$ cat src/rtl/nand_par_pkg.sv
package nand_par_pkg;
    typedef enum logic [1:0] {
        ST_IDLE = 2'd0,
        ST_RUN  = 2'd1,
        ST_HOLD = 2'd2
    } par_state_e;
endpackage

$ cat src/rtl/nand_par_ctrl.sv
module nand_par_ctrl
    import nand_par_pkg::*;
#(
    parameter int SECTOR_BYTES = 512,
    localparam int CNT_W   = $clog2(SECTOR_BYTES),
    localparam int BEATS8  = SECTOR_BYTES,
    localparam int BEATS16 = SECTOR_BYTES / 2
) (
    input  logic             clk,
    input  logic             rst_n,
    input  logic             clear,
    input  logic             valid,
    input  logic             bus16,
    input  logic             word_mode,
    output logic             wide,
    output logic [CNT_W-1:0] cnt,
    output logic             accept,
    output logic             done
);
    par_state_e state_q, state_d;
    logic       last_beat;

    assign last_beat = wide ? (cnt == CNT_W'(BEATS16 - 1))
                            : (cnt == CNT_W'(BEATS8 - 1));
    assign accept    = (state_q == ST_RUN) && valid && !clear;

    always_comb begin
        state_d = state_q;
        unique case (state_q)
            ST_IDLE: if (clear) state_d = ST_RUN;
            ST_RUN: begin
                if (clear)                   state_d = ST_RUN;
                else if (valid && last_beat) state_d = ST_HOLD;
            end
            ST_HOLD: if (clear) state_d = ST_RUN;
            default: state_d = ST_IDLE;
        endcase
    end

    always_ff @(posedge clk or negedge rst_n) begin
        if (!rst_n) state_q <= ST_IDLE;
        else        state_q <= state_d;
    end

    always_ff @(posedge clk or negedge rst_n) begin
        if (!rst_n) begin
            cnt  <= '0;
            wide <= 1'b0;
            done <= 1'b0;
        end else begin
            done <= 1'b0;
            if (clear) begin
                cnt  <= '0;
                wide <= bus16 | word_mode;
            end else if (accept) begin
                cnt <= cnt + 1'b1;
                if (last_beat) done <= 1'b1;
            end
        end
    end
endmodule

$ cat src/rtl/nand_par_contrib.sv
module nand_par_contrib #(
    parameter int SECTOR_BYTES = 512,
    localparam int CNT_W  = $clog2(SECTOR_BYTES),
    localparam int ADDR_W = CNT_W + 3,
    localparam int RES_W  = 2 * ADDR_W
) (
    input  logic [15:0]      data_in,
    input  logic             wide,
    input  logic [CNT_W-1:0] cnt,
    output logic [RES_W-1:0] mask
);
    logic [ADDR_W-1:0] base;

    assign base = wide ? (ADDR_W'(cnt) << 4) : (ADDR_W'(cnt) << 3);

    always_comb begin : fold
        logic [ADDR_W-1:0] ai;
        mask = '0;
        ai   = '0;
        for (int i = 0; i < 16; i++) begin
            if (i < 8 || wide) begin
                ai = base | ADDR_W'(i);
                for (int k = 0; k < ADDR_W; k++) begin
                    if (ai[k]) mask[2*k+1] = mask[2*k+1] ^ data_in[i];
                    else       mask[2*k]   = mask[2*k]   ^ data_in[i];
                end
            end
        end
    end
endmodule

$ cat src/rtl/nand_parity_acc.sv
module nand_parity_acc #(
    parameter int SECTOR_BYTES = 512,
    localparam int CNT_W  = $clog2(SECTOR_BYTES),
    localparam int ADDR_W = CNT_W + 3,
    localparam int RES_W  = 2 * ADDR_W
) (
    input  logic             clk,
    input  logic             rst_n,
    input  logic             clear,
    input  logic             bus16,
    input  logic             word_mode,
    input  logic             valid,
    input  logic [15:0]      data_in,
    output logic             done,
    output logic [RES_W-1:0] result
);
    logic             wide;
    logic             accept;
    logic [CNT_W-1:0] cnt;
    logic [RES_W-1:0] mask;

    nand_par_ctrl #(.SECTOR_BYTES(SECTOR_BYTES)) u_ctrl (
        .clk(clk), .rst_n(rst_n), .clear(clear), .valid(valid),
        .bus16(bus16), .word_mode(word_mode), .wide(wide),
        .cnt(cnt), .accept(accept), .done(done)
    );

    nand_par_contrib #(.SECTOR_BYTES(SECTOR_BYTES)) u_contrib (
        .data_in(data_in), .wide(wide), .cnt(cnt), .mask(mask)
    );

    always_ff @(posedge clk or negedge rst_n) begin
        if (!rst_n)      result <= '0;
        else if (clear)  result <= '0;
        else if (accept) result <= result ^ mask;
    end
endmodule

$ cat config.mk
export PLATFORM = sky130hd
export DESIGN_NAME = nand_parity_acc
export DESIGN_NICKNAME = d
export VERILOG_FILES = /design/src/rtl/nand_par_pkg.sv /design/src/rtl/nand_par_ctrl.sv /design/src/rtl/nand_par_contrib.sv /design/src/rtl/nand_parity_acc.sv
export SDC_FILE = /design/constraint.sdc
export NUM_CORES = 1
export LEC_CHECK = 0
export ABC_CLOCK_PERIOD_IN_PS = 2350
export BUFFER_PORTS_ARGS = -buffer_cell sky130_fd_sc_hd__buf_4
export CORE_MARGIN = 2
export CORE_UTILIZATION = 24
export CTS_CLUSTER_SIZE = 28
export DETAILED_ROUTE_END_ITERATION = 10
export GPL_TIMING_DRIVEN = 0
export HOLD_SLACK_MARGIN = 0.12
export SLEW_MARGIN = 20
export SYNTH_ARGS = -nofsm -noshare
export SYNTH_HDL_FRONTEND = slang
export SYNTH_HIERARCHICAL = 1
export SYNTH_SLANG_ARGS = --single-unit
$ cat constraint.sdc
create_clock -name clk -period 2.35 [get_ports clk]
set_input_delay 0.235 -clock clk [delete_from_list [all_inputs] [get_ports clk]]
set_output_delay 0.235 -clock clk [all_outputs]
set_load 0.1 [all_outputs]
==> results by group <==
Power and ir drop
  • Power per standard cell area: 712 mW/mm2
  • Sw frac: 43.2%
  • Share of power burned in combinational logic: 49.2%
  • VDD IR max: 0.243 mV
  • Total power: 0.00227 W
  • Clock network power share: 18.9%
  • Internal: 0.00129 W
  • Switching power: 0.000983 W
  • LEAKAGE: 1.33 nW
  • Reg power frac: 31.9%

Yosys
  • Post-synth EDFFs: 0
  • Cells after Synth: 258
  • Ys Warns: 6
  • Yosys reg bits: 37
  • Top cells by area, synth: dfrtp_1 36%, xnor2_1 12%, a21bo_2 8.5%, nand3b_1 7.2%, a21oi_1 6.0%
  • Yosys top cell area share: 35.8%
  • Post-Syn Area: 0.00259 mm2
  • Asr flop ratio synth: 100%
  • Synth unique cells: 43
  • Net count after synthesis: 281
  • Syn Area/Cell: 10.0 um2
  • Primary FF master, synth: dfrtp_1
  • Leading area contributor after synthesis: dfrtp_1
  • Register area share after synthesis: 35.8%

Setup path
  • Reg-to-Reg Start: u_ctrl/wide
  • Critical Path Fanout Max: 7
  • Reg2reg end: result[8]
  • Reg2Reg Setup Slack: 300 ps
  • Critical Path AT: 2390 ps
  • Setup CP Type: primary input to register
  • Cell count of the worst reg-to-reg path: 7
  • Startpoint Class: primary input
  • CP required: 2560 ps
  • CP Capture Type: register

Cells and area
  • Layout Nets: 334
  • Most frequent cells in the layout: 46 x buf_4, 37 x dfrtp_1, 35 x xnor2_1, 31 x a21oi_1, 25 x nand3b_1
  • Share of cells above drive strength 1: 30.4%
  • # diodes: 0
  • Finished Cell Area: 0.00320 mm2
  • Area grow syn2layout: 23.5%
  • Most common cell after layout, fill and taps aside: buf_4
  • Fillers: 1,103

Timing
  • Worst Tran Pin Value: 561 ps
  • Setup-failing EPs final: 0
  • Slew Limit Headroom: 62.5%
  • Worst setup margin: 177 ps
  • FMAX: 460 MHz
  • Max-slew violations: 0
  • Final total negative setup slack: 0 ps
  • RSZ-0062 raised after global routing: false
  • Skew final: 3.86 ps
  • Final Hold Viols: 0
  • Fin crit period: 2170 ps
  • Final period util: 92.5%

Route
  • WL per Instance: 13.7 um
  • Post-route DRC: 0
  • Vias: 2,087
  • ANT nets after route: 0
  • Initial DRT Pass Iterations: 5
  • Via/cell ratio: 4.66
  • Final WL: 6.13 mm
  • Initial DRC count: 85

Floorplanning
  • DIE HEIGHT: 108 um
  • Die area: 0.0116 mm2
  • Die X: 108 um
  • Core Area: 0.0104 mm2
  • Number of cell rows: 37
  • Starting Density: 24.9%
  • # IOs: 47

Clocking
  • TritonCTS clock tree: done
  • CTS Buf Count: 5
  • Max Buffers Root-to-Sink: 2
  • Root Driver: clkbuf_8
  • Worst-Skew Late Latency: 290 ps
  • Clock-pin slew on the worst setup and hold paths: 70 ps
  • Clk sink count: 37
  • Htree depth: 2

Flow run
  • Max Cap Viol: 0

Placed design
  • HPWL Detailed: 4.68 mm
  • Place WS: -134 ps
  • Routability cong.: 0.779
  • Placed Area: 0.00310 mm2
  • Port bufs: 45

Global routing
  • Congestion Overflow GR: 0
  • Largest net degree at the start of global routing: 38
  • Vias in the first global route: 2,143
  • GRT Overall Usage: 10.8%
  • First-pass GRT wire length: 10.1 mm
  • Initial antenna violation count: 0

Worst hold path
  • Hold Path End: result[20]
  • HP Class: primary input to register
  • Hold Path Stages: 2
  • Hold path startpoint: clear

Outcome
  • Status: complete, no violations
## per-stage QoR
| stage | std cells | utilization, % | hold WS (ps) |
|---|---|---|---|
| floorplan | 258 | - | -60.6 |
| global placement | 439 | 29.7 | 234 |
| detailed placement | 439 | 29.7 | 234 |
| CTS | 448 | 30.6 | 163 |
| global route | 448 | 30.7 | 168 |
| finish | 448 | 30.7 | 175 |
## layout make-up
class,count,area (um2),area share (%)
multi-input combinational,205,1580,49.4
sequential,37,926,29.0
timing repair buffer,46,348,10.9
tap,136,170,5.32
buffer,14,83.8,2.62
clock buffer,6,72.6,2.27
clock inverter,2,10.0,0.313
inverter,2,7.51,0.235
## how the worst max path moves through the flow
stage	start	endpoint
after floorplan	data_in[0]	result[23]
after global placement	data_in[4]	result[23]
after detailed placement	data_in[4]	result[23]
after CTS	data_in[4]	result[23]
after global routing	data_in[0]	result[23]
final	data_in[4]	result[23]
## power groups by stage
stage / clock [W] / sequential, W / combinational, W
floorplan: 0 / 0.00103 / 0.000576
global placement: 0 / 0.000736 / 0.00110
detailed placement: 0 / 0.000738 / 0.00112
CTS: 0.000445 / 0.000727 / 0.00112
global route: 0.000469 / 0.000732 / 0.00121
finish: 0.000429 / 0.000725 / 0.00112
## flip-flops by register name (all words and copies together), names as in the netlist
register / count
u_ctrl/cnt: 9
u_ctrl/done: 1
result: 24
u_ctrl/state_q: 2
u_ctrl/wide: 1
## synth_stat cells (2+ instances only)
master / count
buf_2: 4
nand3b_1: 25
o22ai_1: 5
nor2_1: 10
nand4_1: 3
a22o_1: 8
or3_2: 2
a21oi_2: 2
a21oi_1: 31
a21bo_1: 2
dfrtp_1: 37
inv_1: 2
buf_6: 3
xor2_1: 15
or4_1: 2
o31ai_1: 4
clkbuf_1: 6
nand2_1: 12
o32ai_1: 2
a21bo_2: 22
o21ai_0: 4
or4_4: 2
xnor2_1: 35
## what timing repair did
| item | in CTS | in global routing |
|---|---|---|
| buffers inserted | 0 | 0 |
| endpoints found under the hold margin | 37 | 0 |
| hold buffers | 1 | 0 |
| resized for setup | 0 | 1 |
| setup endpoints to repair | 0 | 1 |
## routing by layer
layer  vias up  global-route usage, %  wire length (um)  part of all wire [%]
li1       1040                      -                 -                     -
met1      1006                   13.0              2780                    45
met2        33                   18.2              2930                    48
met3         8                   2.97               297                   4.8
met4         0                   4.12               119                   1.9
met5         -                      0                 0                     0
## cells by family after synthesis
logic type      Yosys count  synth area share, %
compound gates           84                 23.7
mux                       1                0.387
xor+xnor                 53                 19.8
flops                    37                 35.8
fa+ha+maj                 1                0.483
buf+inv                  16                 3.53
simple gates             66                 16.3
## worst max-delay path: stages
cell and delay, ps:
buf_4 120, xnor3_1 430, xnor3_2 340, xor2_4 200
xnor2_1 150, and2_1 150, buf_2 160, a22o_1 260
a21bo_2 210, a21oi_1 120
Note: power is estimated with default switching activity, not from simulation.
